### config.mk
export PLATFORM = sky130hd
export DESIGN_NAME = oneshot_tick_timer
export DESIGN_NICKNAME = d
export VERILOG_FILES = /design/src/rtl/oneshot_timer_pkg.sv /design/src/rtl/oneshot_timer_ctrl.sv /design/src/rtl/oneshot_timer_dp.sv /design/src/rtl/oneshot_tick_timer.sv
export SDC_FILE = /design/constraint.sdc
export NUM_CORES = 1
export LEC_CHECK = 0
export BUFFER_PORTS_ARGS = -buffer_cell sky130_fd_sc_hd__buf_2
export CORE_MARGIN = 3
export CORE_UTILIZATION = 40
export CTS_BUF_LIST = sky130_fd_sc_hd__clkbuf_16
export DETAILED_ROUTE_END_ITERATION = 12
export HOLD_SLACK_MARGIN = 0.06
export SKIP_CTS_REPAIR_TIMING = 1
export SLEW_MARGIN = 20
export SYNTH_ARGS = -nofsm -noshare
export SYNTH_HDL_FRONTEND = slang
export SYNTH_HIERARCHICAL = 1
export SYNTH_SLANG_ARGS = --single-unit
### constraint.sdc
create_clock -name clk -period 3.7 [get_ports clk]
set_input_delay 0 -clock clk [delete_from_list [all_inputs] [get_ports clk]]
set_output_delay 0 -clock clk [all_outputs]
set_load 0.02 [all_outputs]
### src/rtl/oneshot_timer_pkg.sv
package oneshot_timer_pkg;

  // Strobes from control to datapath, one set per clock.
  typedef struct packed {
    logic store;   // capture the written word
    logic load;    // reload the down-counter
    logic dec;     // count down one tick
    logic expire;  // countdown finished: clear word, fire pulse
  } tmrStrobes_t;

  typedef enum logic {
    ST_IDLE = 1'b0,
    ST_RUN  = 1'b1
  } tmrState_t;

endpackage

### src/rtl/oneshot_timer_ctrl.sv
module oneshot_timer_ctrl
  import oneshot_timer_pkg::*;
(
  input  logic        clk,
  input  logic        rstN,
  input  logic        wrEn,
  input  logic        armBit,
  input  logic        cntZero,
  output tmrStrobes_t strobe
);

  tmrState_t state, stateNext;

  always_comb begin
    strobe = '0;
    stateNext = state;
    if (wrEn) begin
      // A write always wins over a coincident expiry.
      strobe.store = 1'b1;
      strobe.load = armBit;
      stateNext = armBit ? ST_RUN : ST_IDLE;
    end else if (state == ST_RUN) begin
      if (cntZero) begin
        strobe.expire = 1'b1;
        stateNext = ST_IDLE;
      end else begin
        strobe.dec = 1'b1;
      end
    end
  end

  always_ff @(posedge clk or negedge rstN) begin
    if (!rstN) state <= ST_IDLE;
    else state <= stateNext;
  end

endmodule

### src/rtl/oneshot_timer_dp.sv
module oneshot_timer_dp
  import oneshot_timer_pkg::*;
#(
  parameter int REG_W = 32,
  parameter int CNT_W = 27
) (
  input  logic             clk,
  input  logic             rstN,
  input  logic [REG_W-1:0] wrData,
  input  tmrStrobes_t      strobe,
  output logic             cntZero,
  output logic [REG_W-1:0] rdData,
  output logic             timeoutPulse
);

  logic [REG_W-1:0] regWord;
  logic [CNT_W-1:0] tickCnt;
  logic             pulseQ;

  always_ff @(posedge clk or negedge rstN) begin
    if (!rstN) begin
      regWord <= '0;
    end else if (strobe.store) begin
      regWord <= wrData;
    end else if (strobe.expire) begin
      regWord <= '0;
    end
  end

  always_ff @(posedge clk or negedge rstN) begin
    if (!rstN) begin
      tickCnt <= '0;
    end else if (strobe.load) begin
      tickCnt <= wrData[CNT_W-1:0];
    end else if (strobe.dec) begin
      tickCnt <= tickCnt - 1'b1;
    end
  end

  always_ff @(posedge clk or negedge rstN) begin
    if (!rstN) pulseQ <= 1'b0;
    else pulseQ <= strobe.expire;
  end

  assign cntZero = (tickCnt == '0);
  assign rdData = regWord;
  assign timeoutPulse = pulseQ;

endmodule

### src/rtl/oneshot_tick_timer.sv
module oneshot_tick_timer
  import oneshot_timer_pkg::*;
#(
  parameter int REG_W  = 32,
  parameter int CNT_W  = 27,
  parameter int EN_POS = 31
) (
  input  logic             clk,
  input  logic             rstN,
  input  logic             wrEn,
  input  logic [REG_W-1:0] wrData,
  output logic [REG_W-1:0] rdData,
  output logic             timeoutPulse
);

  tmrStrobes_t strobe;
  logic        cntZero;

  oneshot_timer_ctrl u_ctrl (
    .clk     (clk),
    .rstN    (rstN),
    .wrEn    (wrEn),
    .armBit  (wrData[EN_POS]),
    .cntZero (cntZero),
    .strobe  (strobe)
  );

  oneshot_timer_dp #(
    .REG_W (REG_W),
    .CNT_W (CNT_W)
  ) u_dp (
    .clk          (clk),
    .rstN         (rstN),
    .wrData       (wrData),
    .strobe       (strobe),
    .cntZero      (cntZero),
    .rdData       (rdData),
    .timeoutPulse (timeoutPulse)
  );

endmodule

# Word level (Yosys, flattened, before mapping)
# Cells that the tools add are included.
[word_totals]
reg_bits = 61
input_bits = 35
out_inout_bits = 33
[op_classes]
addsub = 1
mux = 12
reduce_logical = 3
[ops]
columns = ["cell", "n"]
rows = [
  ["32-bit two-way mux", 2],
  ["27-bit two-way mux", 2],
  ["27-bit logical NOT", 1],
  ["27-bit by 1-bit subtractor with 27-bit output, second input constant", 1],
  ["2-bit two-way mux", 3],
  ["1-bit two-way mux", 5],
  ["2-bit nonzero test", 2],
]

# Longest topological paths before layout
# Gate-level depths: netlist of the first run.
[depth]
ltp_word = 6
depth_mapped = 11

# Modules after synthesis
# The synthesis of the first run kept the hierarchy.
[modules_own_cells]
columns = ["module", "instances", "cells_per_inst", "area_per_inst_um2"]
rows = [
  ["oneshot_timer_dp", 1, 249, 2731.4],
  ["oneshot_timer_ctrl", 1, 6, 70.1],
]

# Least setup slack after synthesis of the first run
# Ideal clock, no wire load.
[synth_timing]
path_kind = "reg2reg"
startpoint = "reg u_dp.tickCnt[5]"
endpoint = "reg u_dp.tickCnt[17]"
setup_time_ns = 0.082
arrival_ns = 2.918
required_ns = 3.618
path_slack_ns = 0.700
path_stages_with_launch = 11
n_path_buf = 2
period_less_slack_ns = 3.000
cell_sequence = "dfrtp_1 nor4_4 nand4b_1 buf_2 clkbuf_1 nor4_1 nor3b_2 nor3b_1 nand2_1 or4_2 a31oi_1"
[synth_rtl]
columns = ["element", "line", "source"]
rows = [
  ["start: declaration", "oneshot_timer_dp.sv:17", "logic [CNT_W-1:0] tickCnt;"],
  ["start signal: assignment", "oneshot_timer_dp.sv:34", "tickCnt <= wrData[CNT_W-1:0];"],
  ["start signal: assignment", "oneshot_timer_dp.sv:36", "tickCnt <= tickCnt - 1'b1;"],
]

==> results of run 1 <==
==> final timing paths <==
path                            startpoint               end  slack, ns
max reg2reg                u_dp/tickCnt[0]  u_dp/tickCnt[17]       0.65
min                                   rstN   u_dp/rdData[27]       0.26
min in group clk                      wrEn      u_ctrl/state       0.27
max                        u_dp/tickCnt[0]  u_dp/tickCnt[17]       0.65
max in group asynchronous             rstN    u_dp/rdData[5]       2.56
min reg2reg                u_dp/rdData[12]   u_dp/rdData[12]       0.49
==> worst reg2reg max path: stages (launching register included) <==
cell,delay [ns]
dfrtp_1,0.37
inv_1,0.05
ha_1,0.20
nor4b_2,0.17
nand2b_1,0.07
nor4_1,0.05
nor3b_2,0.18
nor3b_1,0.73
nand2_1,0.34
or4_2,0.61
a31oi_1,0.19
==> power by group through the flow <==
| stage | clock, mW | combinational, mW | sequential [mW] |
|---|---|---|---|
| global route | 0.757 | 0.354 | 0.824 |
| finish | 0.696 | 0.317 | 0.812 |
| global placement | 0 | 0.291 | 0.818 |
| floorplan | 0 | 0.148 | 0.849 |
| CTS | 0.721 | 0.295 | 0.811 |
| detailed placement | 0 | 0.295 | 0.819 |
==> per-stage QoR <==
step	power, mW	hold WS, ns	utilization
6_report	1.826	0.2627	0.5792
5_1_grt	1.935	0.2834	0.5792
4_1_cts	1.828	-0.2519	0.5289
3_5_place_dp	1.114	0.09404	0.4910
3_3_place_gp	1.108	0.09247	0.4910
2_1_floorplan	0.9966	-0.2956	-
==> layout make-up <==
cell class              count  share of cell area
well taps                  93             0.03059
inverters                   3            0.002961
repair buffers            107              0.1888
flip-flops and latches     61              0.4013
multi-input cells         172              0.3109
clock inverters             6            0.006250
clock buffers               9             0.05921
==> layout by cell type, fill, tap and decap left out, drive strengths merged, types with 5 or more instances in the layout <==
cell | synthesis | final
a22o | 32 | 32
a31oi | 8 | 8
buf | 3 | 74
clkbuf | 16 | 9
dfrtp | 61 | 61
dlygate4sd3 | 0 | 33
inv | 3 | 5
nand2 | 21 | 21
nand3 | 7 | 7
nor2 | 13 | 13
o21ai | 14 | 14
o31ai | 10 | 10
or4 | 13 | 13
xor2 | 10 | 10
==> registers in the layout, summed over array words and instances, names as in the netlist <==
name / cells
u_dp/tickCnt: 27
u_ctrl/state: 1
u_dp/rdData: 32
u_dp/timeoutPulse: 1
==> per-layer routing <==
metal  vias up  part of all wire  track usage
met4         0             0.012      0.06089
met1      1133              0.48       0.2398
met3         5             0.042      0.05292
met2        65              0.47       0.2633
li1       1156                 -            -
met5         -                 0            0
==> cell families (layout without fill, tap and decap cells) <==
logic type                 after synthesis  in the layout
adders and majority gates                1              1
AOI/OAI and AO/OA                       73             73
and+or+nand+nor                         86             86
buffers and inverters                   22            125
DFF                                     61             61
xor gates and xnor gates                12             12
==> impl_metrics.json, run 1 <==
{
  "final_nets": 390,
  "synth-async-reset-ratio": 1.000,
  "fin_area_um2": 3804,
  "path_max_fanout": 8,
  "postRouteAntennaNets": 0,
  "drv_cap": 0,
  "placed_cell_area_um2": 3224,
  "syn_to_final_growth_pct": 35.77,
  "initial_utilization": 0.4266,
  "synth_compound_area_frac": 0.1952,
  "grt_use_total": 0.1750,
  "cp_slowest_cell": "nor3b_1",
  "clock-sinks": 61,
  "synthXorXnorAreaFrac": 0.03752,
  "syn_area_um2": 2801,
  "critical_path.cell_chain": "inv_1 -> ha_1 -> nor4b_2 -> nand2b_1 -> nor4_1 -> nor3b_2 -> nor3b_1 -> nand2_1 -> or4_2 -> a31oi_1",
  "grt_first_pass_wirelength_mm": 10.63,
  "cp_num_buf_inv": 1,
  "worst_ep_required_time_ns": 3.93,
  "rsz0062_at_grt": "no",
  "drt_first_pass_iters": 4,
  "cts_root_buffer": "clkbuf_16",
  "dieArea_um2": 8043,
  "pin_count": 68,
  "synth_top_area_share": 0.5449,
  "die_h_um": 89.69,
  "insertion_delay_ns": 0.32,
  "clk_pin_slew_worst_paths_ns": 0.05,
  "hp-class": "primary input to asynchronous set/reset pin",
  "synth.most_common_cell": "dfrtp_1",
  "finalHoldViolations": 0,
  "yosysUniqueCellTypes": 43,
  "design.core.area_um2": 6568,
  "syn_avg_cell_area_um2": 10.99,
  "port_buffers": 67,
  "clkPwrFrac": 0.381,
  "wl_per_cell_um": 14.61,
  "leakagePower_nw": 1.676,
  "critPathMaxStageDelay_ns": 0.73,
  "synthTopCellsByArea": "dfrtp_1, a22o_1, xor2_1, or4_1, nand2_1",
  "ir_worst_vdd_mv": 0.2300,
  "intPower_mw": 1.327,
  "grt_max_degree": 42,
  "grt_pass1_vias": 2152,
  "seq_power_share": 0.445,
  "drc_errors": 0,
  "multi_input_comb_area_um2": 1182,
  "htree_levels": 3,
  "final_layout_size_suffix_gt1_frac": 0.2682,
  "dieWidth_um": 89.69,
  "outcome": "finished clean",
  "swShare": 0.2730,
  "reg2reg_depth": 10,
  "placedCellCount": 403,
  "ys_warn_count": 6,
  "synthSimpleGateAreaFrac": 0.1840,
  "crit_family": "simple AND/OR/NAND/NOR gates",
  "seq_area_um2": 1526,
  "start_kind": "flip-flop",
  "switchingPower_uw": 498.5,
  "drt-vias-per-instance": 5.231,
  "end_kind": "flip-flop",
  "layout_setup_ws_ns": 0.6523,
  "cts_tree": "done",
  "synthMuxAreaShare": 0,
  "drt_iter0_drc": 91,
  "post-place-ws_ns": 0.6269,
  "syn_inst": 255,
  "std_cell_rows": 29,
  "final_cells": 451,
  "hpwl_mm": 4.240,
  "slew_headroom": 0.4219,
  "yosysSeqAreaShare": 0.5449,
  "overflow": 0,
  "synth_top_family_by_area": "compound AO/OA/AOI/OAI gates",
  "synthFlopType": "dfrtp_1",
  "synth-seq-cells": 61,
  "clock_skew_ns": 0.004931,
  "cts_buffer_depth": 2,
  "period_share": 0.8237,
  "diodes": 0,
  "cp.arrival_ns": 3.28,
  "drv_slew": 0,
  "antenna_found_initial": 0,
  "synth_edf_count": 0,
  "numCtsBuffers": 9,
  "n_fill_cell": 569,
  "setup_viol": 0,
  "max_clock_freq_ghz": 0.3281,
  "setup.worst_path.class": "flip-flop to flip-flop",
  "drt-total-wl_mm": 6.589,
  "powerDensity_nw_per_um2": 480.0,
  "post-route-min-period_ns": 3.048,
  "vias": 2359,
  "setup_tns_ns": 0,
  "yosys-top-cells-count": "dfrtp_1, a22o_1, nand2_1, clkbuf_1, o21ai_0",
  "synth_nets": 291,
  "yosysTopAreaCell": "dfrtp_1",
  "worst_pin_slew_ns": 0.8652,
  "combPwrFrac": 0.174,
  "gp_congestion": 0.7495,
  "synthAdderAreaFrac": 0.004466,
  "cp_num_cells": 10
}
(Power assumes the default switching activity.)
==> run 2: changes to the inputs <==
- clock period: 3.7 -> 2.8 ns (I/O delays scaled with it)
==> run 2 against run 1 <==
Highest routed layer unchanged. Via count up 1.8%. Worst setup slack worse by 0.50 ns. Sequential share of layout area down 0.81 points. Critical path depth down 3. Final cell count up 1.3%. Critical endpoint is now u_dp/rdData[4]. Power up 35%. Register-to-register slack worse by 0.50 ns. Combinational power up 36%. Clock skew up 0.0020 ns. Final area up 2.1%.
==> impl_metrics.json, run 2 (synthesis gave the netlist of run 1 again) <==
{
  "powerDensity_nw_per_um2": 635.7,
  "gp_congestion": 0.7843,
  "wl_met1_mm": 3.266,
  "dieArea_um2": 8043,
  "drt-vias-per-instance": 5.254,
  "dieWidth_um": 89.69,
  "rsz0062_at_grt": "no",
  "outcome": "finished clean",
  "design.core.area_um2": 6568,
  "finalHoldViolations": 0,
  "path_max_fanout": 18,
  "period_share": 0.9458,
  "postRouteAntennaNets": 0,
  "slew_headroom": 0.4782,
  "final_util": 0.5912,
  "hp-class": "primary input to asynchronous set/reset pin",
  "clk_pin_slew_worst_paths_ns": 0.05,
  "n_fill_cell": 567,
  "worst_ep_required_time_ns": 3.00,
  "layout_common_cells": "buf_2, dfrtp_1, dlygate4sd3_1, a22o_1, nand2_1",
  "worst_pin_slew_ns": 0.7818,
  "grt_first_pass_wirelength_mm": 10.34,
  "clkPwrFrac": 0.388,
  "cp.arrival_ns": 2.85,
  "setup.worst_path.class": "flip-flop to flip-flop",
  "numCtsBuffers": 9,
  "wl_per_cell_um": 14.73,
  "grt_pass1_vias": 2086,
  "setup_tns_ns": 0,
  "drt_first_pass_iters": 4,
  "final_common_cell": "buf_2",
  "multi_input_comb_area_um2": 1202,
  "cts_root_buffer": "clkbuf_16",
  "leakagePower_nw": 1.715,
  "std_cell_rows": 29,
  "swShare": 0.2819,
  "grt_max_degree": 42,
  "combPwrFrac": 0.175,
  "start_kind": "flip-flop",
  "drt_iter0_drc": 96,
  "fin_area_um2": 3882,
  "max_clock_freq_ghz": 0.3776,
  "pin_count": 68,
  "grt_use_total": 0.1727,
  "ir_worst_vdd_mv": 0.3130,
  "drc_errors": 0,
  "final_cells": 457,
  "initial_utilization": 0.4266,
  "syn_to_final_growth_pct": 38.59,
  "clock-sinks": 61,
  "layout_setup_ws_ns": 0.1517,
  "cts_tree": "done",
  "end_kind": "flip-flop",
  "seq_area_um2": 1526,
  "final_layout_size_suffix_gt1_frac": 0.2967,
  "overflow": 0,
  "placed_cell_area_um2": 3257,
  "insertion_delay_ns": 0.32,
  "cts_buffer_depth": 2,
  "port_buffers": 67,
  "drv_cap": 0,
  "drv_slew": 0,
  "seq_power_share": 0.437,
  "setup_viol": 0,
  "wl_met3_um": 267,
  "htree_levels": 3,
  "clock_skew_ns": 0.006895,
  "placedCellCount": 405,
  "dr.max_layer_used": "met4",
  "switchingPower_uw": 695.6,
  "vias": 2401,
  "drt-total-wl_mm": 6.730,
  "antenna_found_initial": 0,
  "intPower_mw": 1.772,
  "hpwl_mm": 4.155,
  "post-place-ws_ns": 0.05113,
  "wl_met2_mm": 3.119,
  "die_h_um": 89.69,
  "diodes": 0,
  "final_nets": 395,
  "post-route-min-period_ns": 2.648,
  "largest_reg_flops": 32
}
-- run 2: through the flow --
step / hold slack, ns / total power [mW]
finish: 0.2414 / 2.468
global route: 0.3128 / 2.596
CTS: -0.2868 / 2.451
detailed placement: 0.05238 / 1.479
global placement: 0.05513 / 1.471
floorplan: -0.2956 / 1.318
-- run 2: worst max-delay path: stages (launching register included) --
cell     delay [ns]
dfrtp_1        0.40
or4_4          0.56
or3_4          0.35
nor4_2         0.33
and3b_2        0.27
nor2_2         0.15
buf_12         0.24
a22o_1         0.21
-- run 2: power groups by stage --
stage	Sequential [mW]	Combinational [mW]	Clock, mW
finish	1.08	0.432	0.958
global route	1.09	0.483	1.02
CTS	1.07	0.396	0.981
detailed placement	1.08	0.395	0
global placement	1.08	0.388	0
floorplan	1.12	0.196	0
-- run 2: cell type report --
type / count / share of cell area
sequential: 61 / 0.3932
clock inverter: 7 / 0.008379
tap: 93 / 0.02997
multi-input combinational: 172 / 0.3097
clock buffer: 9 / 0.05801
inverter: 3 / 0.002900
timing repair buffer: 112 / 0.1979
-- run 2: metal layers --
metal | GRT usage | vias up
met5 | 0 | -
met4 | 0.06901 | 0
met3 | 0.04927 | 6
met2 | 0.2540 | 59
met1 | 0.2403 | 1161
li1 | - | 1175
-- run 2: final timing paths --
check | from | to | slack (ns) | depth (start not counted)
worst max-delay path | u_dp/tickCnt[19] | u_dp/rdData[4] | 0.15 | 7
worst min-delay path | rstN | u_dp/rdData[29] | 0.24 | 2
worst max register to register | u_dp/tickCnt[19] | u_dp/rdData[4] | 0.15 | 7
worst min register to register | u_dp/rdData[19] | u_dp/rdData[19] | 0.49 | 1
max in group asynchronous | rstN | u_dp/tickCnt[6] | 1.69 | 3
min in group clk | wrEn | u_dp/rdData[2] | 0.36 | 2
